===== src/rtl/irq_merge_pkg.sv =====
package irq_merge_pkg;

    localparam int unsigned NREG = 8;

    typedef enum logic [2:0] {
        OFF_STATUS = 3'd0,
        OFF_PEND   = 3'd1,
        OFF_EN     = 3'd2,
        OFF_ACK    = 3'd3,
        OFF_SETEN  = 3'd4,
        OFF_CLREN  = 3'd5,
        OFF_VEC    = 3'd6,
        OFF_MCTL   = 3'd7
    } reg_off_e;

    localparam int unsigned MCTL_OUT_BIT = 0;
    localparam int unsigned MCTL_CAP_BIT = 1;

endpackage


===== src/rtl/irq_merge_sync.sv =====
// Two-flop synchronizer per request line plus a rising-edge detector.
module irq_merge_sync #(
    parameter int unsigned W = 32
) (
    input  logic         clk,
    input  logic         rst,
    input  logic [W-1:0] raw_i,
    output logic [W-1:0] lvl_o,
    output logic [W-1:0] rise_o
);

    typedef struct packed {
        logic [W-1:0] s1;
        logic [W-1:0] s2;
        logic [W-1:0] prev;
    } sync_st_t;

    sync_st_t st_d, st_q;

    always_comb begin
        st_d      = st_q;
        st_d.s1   = raw_i;
        st_d.s2   = st_q.s1;
        st_d.prev = st_q.s2;
    end

    always_ff @(posedge clk) begin
        if (rst) begin
            st_q <= '0;
        end else begin
            st_q <= st_d;
        end
    end

    assign lvl_o  = st_q.s2;
    assign rise_o = st_q.s2 & ~st_q.prev;

    // a detected edge lasts one cycle only
    p_rise_single_r9: assert property (@(posedge clk) disable iff (rst)
        (rise_o != '0) |=> ((rise_o & $past(rise_o)) == '0));

endmodule


===== src/rtl/irq_merge_capture.sv =====
// Status register with per-source edge or level capture.
module irq_merge_capture #(
    parameter int unsigned       N         = 32,
    parameter logic [N-1:0]      EDGE_MASK = '0
) (
    input  logic         clk,
    input  logic         rst,
    input  logic         cap_en_i,
    input  logic [N-1:0] lvl_i,
    input  logic [N-1:0] rise_i,
    input  logic         sw_load_i,
    input  logic [N-1:0] sw_val_i,
    input  logic [N-1:0] sw_clr_i,
    output logic [N-1:0] status_d_o,
    output logic [N-1:0] status_q_o
);

    logic [N-1:0] status_d, status_q;
    logic [N-1:0] after_sw;

    // software effect first, hardware capture applied on top of it
    always_comb begin
        if (sw_load_i) begin
            after_sw = sw_val_i;
        end else begin
            after_sw = status_q & ~sw_clr_i;
        end
    end

    for (genvar i = 0; i < N; i++) begin : g_src
        if (EDGE_MASK[i]) begin : g_edge
            assign status_d[i] = after_sw[i] | (cap_en_i & rise_i[i]);

            // latched bit survives unless software clears or reloads it
            p_edge_hold_r9: assert property (@(posedge clk) disable iff (rst)
                (status_q[i] && !sw_load_i && !sw_clr_i[i]) |=> status_q[i]);
            // an edge beats a same-cycle acknowledge
            p_edge_wins_r12: assert property (@(posedge clk) disable iff (rst)
                (cap_en_i && rise_i[i] && sw_clr_i[i]) |=> status_q[i]);
        end else begin : g_level
            assign status_d[i] = cap_en_i ? lvl_i[i] : after_sw[i];

            // level source mirrors the synchronized input while capturing
            p_level_track_r8: assert property (@(posedge clk) disable iff (rst)
                cap_en_i |=> (status_q[i] == $past(lvl_i[i])));
        end
    end

    always_ff @(posedge clk) begin
        if (rst) begin
            status_q <= '0;
        end else begin
            status_q <= status_d;
        end
    end

    assign status_d_o = status_d;
    assign status_q_o = status_q;

    // without capture and without software, status is frozen
    p_no_capture_r7: assert property (@(posedge clk) disable iff (rst)
        (!cap_en_i && !sw_load_i && sw_clr_i == '0) |=> $stable(status_q));

endmodule


===== src/rtl/irq_merge_lowest.sv =====
// Lowest set bit finder for the vector register.
module irq_merge_lowest #(
    parameter int unsigned N    = 32,
    parameter int unsigned IDXW = $clog2(N)
) (
    input  logic [N-1:0]    pend_i,
    output logic            any_o,
    output logic [IDXW-1:0] idx_o
);

    always_comb begin
        idx_o = '0;
        for (int i = N - 1; i >= 0; i--) begin
            if (pend_i[i]) begin
                idx_o = IDXW'(i);
            end
        end
        any_o = |pend_i;
    end

endmodule


===== src/rtl/irq_merge_ctrl.sv =====
module irq_merge_ctrl
    import irq_merge_pkg::*;
#(
    parameter int unsigned      N_SRC     = 32,
    parameter int unsigned      DW        = 32,
    parameter int unsigned      AW        = 4,
    parameter logic [N_SRC-1:0] EDGE_MASK = '0
) (
    input  logic             clk,
    input  logic             rst,
    input  logic             rd_en,
    input  logic             wr_en,
    input  logic [AW-1:0]    addr,
    input  logic [DW-1:0]    wdata,
    output logic [DW-1:0]    rdata,
    input  logic [N_SRC-1:0] irq_src,
    output logic             irq_o
);

    localparam int unsigned IDXW = (N_SRC > 1) ? $clog2(N_SRC) : 1;

    typedef struct packed {
        logic [N_SRC-1:0] enable;
        logic [DW-1:0]    mctl;
        logic [DW-1:0]    rdata;
        logic             irq;
    } ctrl_st_t;

    ctrl_st_t st_d, st_q;

    logic [N_SRC-1:0] lvl, rise;
    logic [N_SRC-1:0] status_d, status_q;
    logic [N_SRC-1:0] pend_q;
    logic [N_SRC-1:0] wdat_src;
    logic [N_SRC-1:0] sw_clr;
    logic             sw_load;
    logic             vec_any;
    logic [IDXW-1:0]  vec_idx;
    logic [AW:0]      addr_ext;
    logic             in_win;
    logic             wr_hit;
    reg_off_e         off;

    assign addr_ext = {1'b0, addr};
    assign in_win   = (addr_ext < (AW+1)'(NREG));
    assign off      = reg_off_e'(addr[2:0]);
    assign wr_hit   = wr_en & in_win;
    assign wdat_src = wdata[N_SRC-1:0];
    assign sw_load  = wr_hit && (off == OFF_STATUS);
    assign sw_clr   = (wr_hit && (off == OFF_ACK)) ? wdat_src : '0;
    assign pend_q   = status_q & st_q.enable;

    irq_merge_sync #(
        .W (N_SRC)
    ) u_sync (
        .clk    (clk),
        .rst    (rst),
        .raw_i  (irq_src),
        .lvl_o  (lvl),
        .rise_o (rise)
    );

    irq_merge_capture #(
        .N         (N_SRC),
        .EDGE_MASK (EDGE_MASK)
    ) u_capture (
        .clk        (clk),
        .rst        (rst),
        .cap_en_i   (st_q.mctl[MCTL_CAP_BIT]),
        .lvl_i      (lvl),
        .rise_i     (rise),
        .sw_load_i  (sw_load),
        .sw_val_i   (wdat_src),
        .sw_clr_i   (sw_clr),
        .status_d_o (status_d),
        .status_q_o (status_q)
    );

    irq_merge_lowest #(
        .N    (N_SRC),
        .IDXW (IDXW)
    ) u_lowest (
        .pend_i (pend_q),
        .any_o  (vec_any),
        .idx_o  (vec_idx)
    );

    always_comb begin
        st_d = st_q;

        if (wr_hit) begin
            unique case (off)
                OFF_EN:    st_d.enable = wdat_src;
                OFF_SETEN: st_d.enable = st_q.enable | wdat_src;
                OFF_CLREN: st_d.enable = st_q.enable & ~wdat_src;
                OFF_MCTL:  st_d.mctl   = wdata;
                default:   st_d.enable = st_q.enable;
            endcase
        end

        if (rd_en) begin
            if (!in_win) begin
                st_d.rdata = '0;
            end else begin
                unique case (off)
                    OFF_STATUS: st_d.rdata = DW'(status_q);
                    OFF_PEND:   st_d.rdata = DW'(pend_q);
                    OFF_EN:     st_d.rdata = DW'(st_q.enable);
                    OFF_VEC:    st_d.rdata = vec_any ? DW'(vec_idx) : '1;
                    OFF_MCTL:   st_d.rdata = st_q.mctl;
                    default:    st_d.rdata = '0;
                endcase
            end
        end

        st_d.irq = st_d.mctl[MCTL_OUT_BIT] & st_d.mctl[MCTL_CAP_BIT]
                 & (|(status_d & st_d.enable));
    end

    always_ff @(posedge clk) begin
        if (rst) begin
            st_q <= '0;
        end else begin
            st_q <= st_d;
        end
    end

    assign rdata = st_q.rdata;
    assign irq_o = st_q.irq;

    // acknowledged bits are gone one edge later when capture is off
    p_ack_w1c_r5: assert property (@(posedge clk) disable iff (rst)
        (wr_en && in_win && addr[2:0] == 3'd3 && !st_q.mctl[MCTL_CAP_BIT])
        |=> ((status_q & $past(wdata[N_SRC-1:0])) == '0));
    // set-enable leaves every written bit enabled
    p_set_en_r6: assert property (@(posedge clk) disable iff (rst)
        (wr_en && in_win && addr[2:0] == 3'd4)
        |=> ((st_q.enable & $past(wdata[N_SRC-1:0])) == $past(wdata[N_SRC-1:0])));
    // clear-enable removes every written bit
    p_clr_en_r6: assert property (@(posedge clk) disable iff (rst)
        (wr_en && in_win && addr[2:0] == 3'd5)
        |=> ((st_q.enable & $past(wdata[N_SRC-1:0])) == '0));
    // output needs both control bits
    p_out_gate_r4: assert property (@(posedge clk) disable iff (rst)
        (!st_q.mctl[MCTL_OUT_BIT] || !st_q.mctl[MCTL_CAP_BIT]) |-> !irq_o);
    // raised output implies a pending source
    p_out_pending_r4: assert property (@(posedge clk) disable iff (rst)
        irq_o |-> (pend_q != '0));
    // the vector names the lowest pending source
    p_vec_lowest_r3: assert property (@(posedge clk) disable iff (rst)
        vec_any |-> (pend_q[vec_idx]
                     && ((pend_q & ((N_SRC'(1) << vec_idx) - N_SRC'(1))) == '0)));
    // unmapped reads return zero
    p_oor_read_r13: assert property (@(posedge clk) disable iff (rst)
        (rd_en && !in_win) |=> (rdata == '0));
    // unmapped writes leave enable and control alone
    p_oor_write_r13: assert property (@(posedge clk) disable iff (rst)
        (wr_en && !in_win) |=> ($stable(st_q.enable) && $stable(st_q.mctl)));

endmodule


===== config.mk =====
export PLATFORM = sky130hd
export DESIGN_NAME = irq_merge_ctrl
export DESIGN_NICKNAME = d
export VERILOG_FILES = /design/src/rtl/irq_merge_pkg.sv /design/src/rtl/irq_merge_sync.sv /design/src/rtl/irq_merge_capture.sv /design/src/rtl/irq_merge_lowest.sv /design/src/rtl/irq_merge_ctrl.sv
export SDC_FILE = /design/constraint.sdc
export NUM_CORES = 1
export LEC_CHECK = 0
export ABC_AREA = 1
export BUFFER_PORTS_ARGS = -buffer_cell sky130_fd_sc_hd__buf_2
export CAP_MARGIN = 30
export CORE_MARGIN = 2
export CORE_UTILIZATION = 55
export DETAILED_ROUTE_END_ITERATION = 12
export GPL_TIMING_DRIVEN = 0
export PLACE_DENSITY = 0.72
export SETUP_SLACK_MARGIN = 0.3
export SLEW_MARGIN = 20
export SYNTH_ARGS = -nofsm -noshare
export SYNTH_HDL_FRONTEND = slang
export SYNTH_HIERARCHICAL = 1
export SYNTH_SLANG_ARGS = --single-unit

===== constraint.sdc =====
create_clock -name clk -period 2.7 [get_ports clk]
set_clock_uncertainty 0.1 [all_clocks]
set_input_delay 0.405 -clock clk [delete_from_list [all_inputs] [get_ports clk]]
set_output_delay 0.405 -clock clk [all_outputs]
set_load 0.02 [all_outputs]

# Yosys cells after proc, flatten, opt, wreduce, memory -nomap -nowiden
# Cells that the tools add are included.
# totals
ff_bits	193
input_bits	72
output_inout_bits	33
word_cells	104
# op_classes
magnitude_cmp	1
n_eq_ne	7
n_mux	72
bitwise	10
reduce_logical	6
# op_table
operator	n
two-way mux 32 bit	5
two-way mux 5 bit	32
case mux 32 bit (5 select lines)	1
bitwise AND 32 bit	4
case mux 32 bit (3 select lines)	1
two-way mux 64 bit	1
NOT 32 bit	2
OR reduction 32 bit	2
two-way mux 1 bit	32
bitwise OR 32 bit	1
equality test 3 bit (second input constant)	4
equality test 3 x 2 -> 1 bit (second input constant)	2
less-than comparator 4 bit (second input constant)	1
bitwise AND 1 bit	3
equality test 3 x 1 -> 1 bit (second input constant)	1
logical NOT 3 bit	1
logical AND 1 bit	2
AND reduction 2 bit	1

# Longest topological paths before layout
# Gate-level depths: netlist (run 1).
# depth
ltp_word	36
mapped_depth	37
depth_no_buf	37

# Hierarchy
# The synthesis (run 1) kept the hierarchy.
# modules_own_cells
mod	n_inst	cells_per_inst	area_each_um2	seq_area_each_um2
irq_merge_ctrl	1	989	5977.0	1941.9
irq_merge_sync	1	363	3174.3	1921.8
irq_merge_capture	1	338	2024.4	640.6
irq_merge_lowest	1	107	470.5	0.0

# Least setup slack after synthesis (run 1)
# No wires, ideal clock.
# synth_path
kind	register to register
from	register st_q[95] (netlist name)
to	register st_q (netlist bit rdata[0])
arrival_ns	2.104
required_ns	2.469
setup_slack_ns	0.365
stages_incl_launch_ff	38
synth_period_minus_slack_ns	2.335
cell_sequence	dfxtp_1 -> nand2_1 -> inv_1 -> inv_1 -> nand2_1 -> nand2_1 -> nand2_1 -> nand2_1 -> nand2_1 -> nand2_1 -> nand2_1 -> nand2_1 -> nand2_1 -> nand2_1 -> nand2_1 -> nand2_1 -> nand2_1 -> nand2_1 -> [2 not listed] -> nand2_1 -> nand2_1 -> nand2_1 -> nand2_1 -> nand2_1 -> nand2_1 -> nand2_1 -> nand2_1 -> nand2_1 -> nand2_1 -> nand2_1 -> nand2_1 -> nand2_1 -> a21oi_2 -> a22oi_1 -> o2111ai_1 -> nand2_1 -> a21oi_1
# synth_between
elab_chain_cells	35
elab_cells_between_ends	36
cone_classes	mux: 34; bitwise: 1; reduce/logical: 1
# synth_rtl
item	line_no	source
start: declaration	irq_merge_ctrl.sv:29	ctrl_st_t st_d, st_q;
start signal: assignment	irq_merge_ctrl.sv:124	st_q <= st_d;
bitwise AND 32 bit	irq_merge_ctrl.sv:51	assign pend_q = status_q & st_q.enable;
net pend_q[30]	irq_merge_ctrl.sv:33	logic [N_SRC-1:0] pend_q;
two-way mux 5 bit (31 in series)	irq_merge_lowest.sv:14	if (pend_i[i]) begin
net vec_idx[0]	irq_merge_ctrl.sv:38	logic [IDXW-1:0] vec_idx;
two-way mux 32 bit	irq_merge_ctrl.sv:109	OFF_VEC: st_d.rdata = vec_any ? DW'(vec_idx) : '1;
case mux 32 bit (5 select lines)	irq_merge_ctrl.sv:105	unique case (off)
two-way mux 32 bit	irq_merge_ctrl.sv:102	if (!in_win) begin
# The timed path passes the listed nets, and every way through them passes these cells.
# A chain may end at the register's enable or synchronous reset.

# Worst setup path after layout (run 1)
# layout_path
from	register st_q[91] (netlist name)
to	register st_q (netlist bit rdata[0])
# layout_between
elab_chain_cells	31
elab_cells_between_ends	32
cone_classes	mux: 30; bitwise: 1; reduce/logical: 1
# layout_rtl
item	line_no
bitwise AND 32 bit	irq_merge_ctrl.sv:51
net pend_q[26]	irq_merge_ctrl.sv:33
two-way mux 5 bit (27 in series)	irq_merge_lowest.sv:14
net vec_idx[0]	irq_merge_ctrl.sv:38
two-way mux 32 bit	irq_merge_ctrl.sv:109
case mux 32 bit (5 select lines)	irq_merge_ctrl.sv:105
two-way mux 32 bit	irq_merge_ctrl.sv:102
# The timed path passes the listed nets, and every way through them passes these cells.

==> results.json, run 1 <==
{
  "route.detailed.drc": 0,
  "core-area_mm2": 0.0188,
  "ir_drop_mv": 0.472,
  "reg2regPathDepth": 33,
  "drt_iter0_markers": 1057,
  "hpwlAfterDp_um": 25300,
  "num-nets-final": 1862,
  "status": "finished, violations left",
  "numCtsBuffers": 17,
  "row_count": 50,
  "finalHoldViolations": 0,
  "grt_first_pass_wirelength_um": 49700,
  "crit_arrival_ps": 2970,
  "min_period_over_period_pct": 102,
  "synth_warnings": 6,
  "start_kind": "flip-flop",
  "diodes": 0,
  "cp_common_cell": "nand2_1",
  "firstDrtPassIters": 5,
  "max-cap-violations": 0,
  "routed_wl_um": 32000,
  "hold-worst-slack_ps": 56.0,
  "cts_tree": "yes",
  "clk_path_buf_depth": 2,
  "register_area_mm2": 0.00389,
  "fillers": 1776,
  "critPathKind": "flip-flop to flip-flop",
  "reg2reg_from": "st_q[91]",
  "antenna_found_initial": 0,
  "setup_violations": 1,
  "clk_latency_ps": 440,
  "fin_crit_ps": 2760,
  "max_slew.worst_pin.slew_ps": 1080,
  "ios": 105,
  "grt_pass1_vias": 9164,
  "critPathSlowestCell": "dfxtp_1",
  "cts-root-buf": "clkbuf_16",
  "fmaxAchievable_mhz": 362,
  "grt_max_degree": 21,
  "ant_nets": 0,
  "power_density_mw_per_mm2": 512,
  "synth_area_mm2": 0.0106,
  "fp.dieH_um": 143,
  "htreeDepth": 4,
  "start_util_pct": 56.5,
  "drive_above_1_share_pct": 17.5,
  "syn_inst": 1666,
  "timing.rr.end": "rdata[0]",
  "wl_per_cell_um": 15.5,
  "holdPathEnd": "u_sync/st_d[56]",
  "cp-end-kind": "flip-flop",
  "cts_hold_buf": 0,
  "relSlewSlack_pct": 27.3,
  "hold_class": "input port to flip-flop",
  "gp_congestion": 0.975,
  "p_leak_uw": 0.00629,
  "worstPathMaxFanout": 4,
  "clock_sinks": 193,
  "multi_input_area_mm2": 0.00481,
  "violations": "negative setup slack",
  "synth_area_per_cell_um2": 6.38,
  "power_uw": 6250,
  "syn-num-nets": 1738,
  "min_path_cells": 3,
  "rsz0062_at_grt": "yes",
  "tns_ps": -59.5,
  "grt_usage_pct": 32.2,
  "cpPeakStageDelay_ps": 420,
  "hold_start": "irq_src[24]",
  "portBuffers": 103,
  "via_count": 10312,
  "r2r_slack_ps": -60,
  "slew_viol_final": 0,
  "clkTransAtPathRegs_ps": 80,
  "fin_ws_ps": -59.5,
  "area.growth.synth_to_final_pct": 14.8,
  "drt-vias-per-instance": 5.00,
  "die_w_um": 143,
  "dieArea_mm2": 0.0205,
  "worstPathRequired_ps": 2910,
  "grt.overflow.total": 0
}
power breakdown:
group	switching (uW)	internal [uW]
Sequential	63.5	2940
Combinational	493	258
Clock	1250	1240
state kept, by name (all words and copies together) (netlist names):
| register | cells |
|---|---|
| rdata | 32 |
| st_q | 64 |
| u_capture/status_q_o | 32 |
| irq_o | 1 |
| u_sync/lvl_o | 32 |
| u_sync/st_d | 32 |
area by class of cell:
type	instances	area share (%)
buffer	147	8.04
inverter	279	8.81
clock buffer	17	3.49
tap	260	2.67
sequential	193	31.9
multi-input combinational	1047	39.4
timing repair buffer	105	4.35
clock inverter	15	1.33
metrics by stage:
stage | instances | area, um2 | setup slack [ps] | util (%)
floorplan | 1666 | 10600 | 365 | -
global placement | 2029 | 11500 | -237 | 60.9
detailed placement | 2029 | 11500 | -301 | 60.9
CTS | 2063 | 12100 | -73.4 | 64.5
global route | 2063 | 12200 | -320 | 64.8
finish | 2063 | 12200 | -59.5 | 64.8
critical path: cells and delay by family, from the launching register on:
kind            cells  cell delay (ps)
simple gates       27             1550
compound gates      4              380
buf+inv             2              170
flops               1              420
how the worst max path moves through the flow:
stage / from / to / slack (ps) / cells after the start
4_1_cts: u_capture/status_q_o[30] / rdata[0] / -70 / 37
3_3_place_gp: u_capture/status_q_o[27] / rdata[4] / -240 / 13
3_5_place_dp: u_capture/status_q_o[27] / rdata[13] / -300 / 13
6_report: st_q[91] / rdata[0] / -60 / 33
5_1_grt: u_capture/status_q_o[30] / rdata[0] / -320 / 37
2_1_floorplan: st_q[95] / rdata[0] / 360 / 37
layer usage:
layer	vias to the layer above	GRT usage, %	share of wire [%]
met5	-	0	0
met4	0	10.5	2.4
met3	62	6.54	11
met2	471	49.0	42
met1	4454	45.6	45
li1	5325	-	-
layout by cell type, fill, tap and decap left out, types with 2 or more instances in the layout:
cell type,instances
a21oi_1,124
a21oi_2,20
a221o_1,14
a22oi_1,4
buf_2,122
buf_4,72
buf_6,16
bufinv_8,2
clkbuf_1,36
clkbuf_16,17
clkbuf_2,3
clkbuf_4,2
clkinv_8,3
clkinvlp_4,3
dfxtp_1,183
dfxtp_2,4
dfxtp_4,6
inv_1,264
inv_2,12
inv_6,3
inv_8,5
nand2_1,529
nand2_2,2
nand2_4,3
nand3_1,52
nand4_1,11
nor2_1,146
nor2_2,2
nor2_4,10
nor3_2,2
nor4_1,2
o2111ai_1,13
o211ai_1,4
o21ai_0,78
o21ai_1,3
o22ai_1,15
what timing repair did:
action,in CTS,in global routing
gates resized for setup,32,21
endpoints found under the setup margin,33,33
pin swaps,4,1
buffers inserted,2,0
Note: power is estimated with default switching activity, not from simulation.
==> inputs of run 2 (changes only) <==
Settings changed: CORE_MARGIN 2 to not set.
Clock period 2.7 ns to 2.6 ns, I/O delays scaled along.
==> run 2 against run 1 <==
  * The run still ends with negative setup slack left
  * Sequential cell count unchanged
  * Combinational power grew 4.0%
  * Setup slack got worse by 100 ps
  * Worst hold slack got worse by 5.9 ps
==> results.json, run 2 (same netlist as run 1, synthesis figures left out) <==
{
  "status": "finished, violations left",
  "violations": "negative setup slack",
  "antenna_found_initial": 0,
  "max-cap-violations": 0,
  "hold_class": "input port to flip-flop",
  "placed_cells": 2029,
  "multi_input_area_mm2": 0.00482,
  "firstDrtPassIters": 8,
  "placed_cell_area_mm2": 0.0115,
  "cp_common_cell": "nand2_1",
  "gp_congestion": 0.977,
  "row_count": 50,
  "clkTransAtPathRegs_ps": 70,
  "drt-vias-per-instance": 5.03,
  "slew_viol_final": 0,
  "portBuffers": 103,
  "most-common-layout-cells": "nand2_1, inv_1, dfxtp_1",
  "cts_hold_buf": 0,
  "num-nets-final": 1863,
  "fillers": 1808,
  "diodes": 0,
  "critPathKind": "flip-flop to flip-flop",
  "start_kind": "flip-flop",
  "die_w_um": 141,
  "numCtsBuffers": 17,
  "power_uw": 6530,
  "via_count": 10375,
  "fin_ws_ps": -164,
  "dpl_worst_slack_ps": -409,
  "crit_buf_inv": 1,
  "finalHoldViolations": 0,
  "final_common_cell": "nand2_1",
  "route.detailed.drc": 0,
  "critPathSlowestCell": "dfxtp_4",
  "clk_latency_ps": 440,
  "fin_area_mm2": 0.0122,
  "cts_tree": "yes",
  "clock_sinks": 193,
  "crit_arrival_ps": 3030,
  "hpwlAfterDp_um": 24900,
  "drt_iter0_markers": 966,
  "rsz0062_at_grt": "yes",
  "ios": 105,
  "relSlewSlack_pct": 50.2,
  "fp.dieH_um": 141,
  "dieArea_mm2": 0.0199,
  "routed_wl_um": 31600,
  "worstPathMaxFanout": 3,
  "grt_first_pass_wirelength_um": 49400,
  "worstPathRequired_ps": 2860,
  "cts-root-buf": "clkbuf_16",
  "instances_no_fill": 2064,
  "largest-register": "st_q",
  "grt.overflow.total": 0,
  "core-area_mm2": 0.0188,
  "fin_crit_ps": 2760,
  "grt_usage_pct": 32.9,
  "area.growth.synth_to_final_pct": 15.1,
  "power_density_mw_per_mm2": 534,
  "setup_violations": 1,
  "htreeDepth": 4,
  "grt_pass1_vias": 9067,
  "ir_drop_mv": 0.468,
  "fmaxAchievable_mhz": 362,
  "start_util_pct": 56.5,
  "drive_above_1_share_pct": 17.8,
  "r2r_slack_ps": -160,
  "min_period_over_period_pct": 106,
  "ant_nets": 0,
  "largest_reg_flops": 64,
  "cp-end-kind": "flip-flop",
  "cpPeakStageDelay_ps": 400,
  "path_delay_family": "simple AND/OR/NAND/NOR gates",
  "wl_per_cell_um": 15.3,
  "clk_path_buf_depth": 2,
  "grt_max_degree": 20,
  "p_leak_uw": 0.00630,
  "max_slew.worst_pin.slew_ps": 740,
  "register_area_mm2": 0.00390,
  "tns_ps": -164
}
==> run 2: cell count changes in the layout (fill, tap and decap cells not counted), sizes merged <==
cell / change
clkinv: +3
clkinvlp: -3
buf: +1
bufinv: +1
inv: -1
==> run 2: area by class of cell <==
type                       instances  share of cell area [%]
buffer                           147                    8.05
clock buffer                      17                    3.48
clock inverter                    15                    1.39
inverter                         279                    8.79
multi-input combinational       1047                    39.4
sequential                       193                    31.9
tap                              260                    2.66
timing repair buffer             106                    4.40
==> run 2: report_power, final <==
| group | internal (uW) | total (uW) | switching [uW] | leakage, uW |
|---|---|---|---|---|
| logic | 269 | 782 | 513 | 0.00442 |
| registers | 3050 | 3120 | 66.1 | 0.00158 |
| clock network | 1370 | 2630 | 1260 | 0.000295 |
| total | 4690 | 6530 | 1840 | 0.00630 |
==> run 2: stage by stage <==
| step | hold WS [ps] | util, % |
|---|---|---|
| final | 50.0 | 65.0 |
| after global routing | 44.1 | 65.0 |
| after CTS | 44.6 | 64.6 |
| after detailed placement | 293 | 60.9 |
| after global placement | 290 | 60.9 |
| after floorplan | 288 | - |
==> run 2: path summary, 6_finish.rpt <==
path                           to  depth (start not counted)                      from
hold / removal    u_sync/st_d[44]                          3               irq_src[12]
hold reg to reg   u_sync/lvl_o[0]                          2           u_sync/st_d[32]
setup reg to reg         rdata[0]                         36  u_capture/status_q_o[31]
setup / recovery         rdata[0]                         36  u_capture/status_q_o[31]
==> run 2: per-layer routing <==
metal	up-vias	routed length (um)	part of all wire, %	track usage (%)
li1	5334	-	-	-
met3	48	3230	10	5.98
met4	0	603	1.9	11.1
met2	529	13100	42	49.4
met1	4464	14600	46	47.3
met5	-	0	0	0
==> run 2: repair_timing <==
item | in CTS | in global routing
setup endpoints to repair | 33 | 33
endpoints found under the hold margin | 0 | 0
setup buffers | 1 | 2
gates resized for setup | 34 | 22
cloned | 0 | 0
pin swaps | 1 | 4
==> run 2: worst register-to-register path, delay by kind of cell (launching register included) <==
kind	cells	cell delay [ps]
compound gates	4	490
flops	1	400
buf+inv	1	60
simple gates	31	1640
==> inputs of run 3 (changes only) <==
Settings changed: CORE_UTILIZATION 55 to 60, PLACE_DENSITY 0.72 to 0.77.
==> run 3 against run 2 <==
  * The flow still finishes with violations (negative setup slack)
  * Via count is 1.7% higher
  * Die area is 8.2% lower
  * Critical path type unchanged
  * Utilization is 5.5 points higher
  * Non-clock buffer count is 2 lower
  * Combinational power hardly changed
  * Cell count is 1.8% lower
  * Count of clock-buffer cells in the layout stayed put
==> results.json, run 3 (same netlist as run 1, synthesis figures left out) <==
{
  "fillers": 1567,
  "hpwlAfterDp_um": 24500,
  "critPathSlowestCell": "dfxtp_2",
  "hold_class": "input port to flip-flop",
  "fin_area_mm2": 0.0122,
  "grt_max_degree": 23,
  "fp.dieH_um": 135,
  "cts-root-buf": "clkbuf_16",
  "largest-register": "st_q",
  "grt_usage_pct": 36.2,
  "wl_per_cell_um": 15.9,
  "p_leak_uw": 0.00629,
  "grt_pass1_vias": 9194,
  "row_count": 48,
  "violations": "negative setup slack",
  "rsz0062_at_grt": "yes",
  "numCtsBuffers": 17,
  "clock_sinks": 193,
  "clk_latency_ps": 450,
  "relSlewSlack_pct": 39.5,
  "fmaxAchievable_mhz": 363,
  "diodes": 0,
  "worstPathRequired_ps": 2810,
  "critPathKind": "flip-flop to flip-flop",
  "die_w_um": 135,
  "gp_congestion": 0.968,
  "fin_ws_ps": -156,
  "clkTransAtPathRegs_ps": 80,
  "power_density_mw_per_mm2": 544,
  "area.growth.synth_to_final_pct": 14.6,
  "placed_cell_area_mm2": 0.0114,
  "dieArea_mm2": 0.0183,
  "hold-worst-slack_ps": 37.3,
  "start_util_pct": 61.5,
  "route.detailed.drc": 0,
  "antenna_found_initial": 0,
  "fin_crit_ps": 2760,
  "portBuffers": 103,
  "max-cap-violations": 0,
  "drt_iter0_markers": 1270,
  "drive_above_1_share_pct": 17.8,
  "status": "finished, violations left",
  "placed_cells": 1994,
  "core-area_mm2": 0.0173,
  "max_slew.worst_pin.slew_ps": 900,
  "most-common-layout-cells": "nand2_1, inv_1, dfxtp_1",
  "cpPeakStageDelay_ps": 390,
  "power_uw": 6630,
  "largest_reg_flops": 64,
  "min_period_over_period_pct": 106,
  "ant_nets": 0,
  "routed_wl_um": 32200,
  "finalHoldViolations": 0,
  "start_kind": "flip-flop",
  "final_common_cell": "nand2_1",
  "setup_violations": 10,
  "ir_drop_mv": 0.517,
  "grt.overflow.total": 0,
  "htreeDepth": 4,
  "via_count": 10552,
  "clk_path_buf_depth": 2,
  "grt_first_pass_wirelength_um": 49500,
  "ios": 105,
  "crit_arrival_ps": 2970,
  "worstPathMaxFanout": 3,
  "num-nets-final": 1861,
  "cts_tree": "yes",
  "cp-end-kind": "flip-flop",
  "drt-vias-per-instance": 5.21,
  "cts_hold_buf": 0,
  "cp_common_cell": "nand2_1",
  "instances_no_fill": 2027,
  "firstDrtPassIters": 6,
  "slew_viol_final": 0
}
==> run 3: critical path: cells and delay by family, from the launching register on <==
kind | cells | cell delay [ps]
flops | 1 | 390
simple gates | 29 | 1620
compound gates | 4 | 380
buf+inv | 2 | 150
==> run 3: layout make-up <==
type | count | area (um2) | share of cell area, %
well taps | 225 | 282 | 2.31
inverters | 279 | 1070 | 8.82
multi-input cells | 1047 | 4810 | 39.4
flip-flops and latches | 193 | 3890 | 31.9
repair buffers | 104 | 523 | 4.29
clock buffers | 17 | 425 | 3.49
clock inverters | 15 | 201 | 1.65
plain buffers | 147 | 982 | 8.06
==> run 3: metal layers <==
metal / vias up / share of wire, % / track usage [%]
met5: - / 0 / 0
met4: 0 / 2.9 / 13.0
met3: 82 / 12 / 7.47
met2: 593 / 42 / 55.0
met1: 4549 / 43 / 50.4
li1: 5328 / - / -
==> run 3: power breakdown <==
| part | total, uW | internal (uW) | switching (uW) |
|---|---|---|---|
| clock network | 2730 | 1330 | 1400 |
| logic | 779 | 267 | 512 |
| registers | 3120 | 3050 | 69.6 |
==> run 3: worst paths after layout <==
path / from / slack (ps) / to / cells past startpoint
worst min register to register: u_sync/st_d[44] / 300 / u_sync/lvl_o[12] / 2
worst min-delay path: irq_src[12] / 40 / u_sync/st_d[44] / 3
worst max-delay path: u_capture/status_q_o[28] / -160 / rdata[0] / 35
worst max register to register: u_capture/status_q_o[28] / -160 / rdata[0] / 35
==> run 3: per-stage QoR <==
| step | worst slack [ps] | setup TNS [ps] | util [%] |
|---|---|---|---|
| 4_1_cts | -124 | -124 | 70.0 |
| 3_3_place_gp | -329 | -3960 | 66.1 |
| 6_report | -156 | -347 | 70.4 |
| 2_1_floorplan | 286 | 0 | - |
| 3_5_place_dp | -311 | -4830 | 66.1 |
| 5_1_grt | -569 | -2490 | 70.4 |
==> run 3: repair_timing <==
action,in CTS,in global routing
gates resized for setup,25,26
pin swaps,2,9
setup buffers,1,0
setup endpoints to repair,33,33
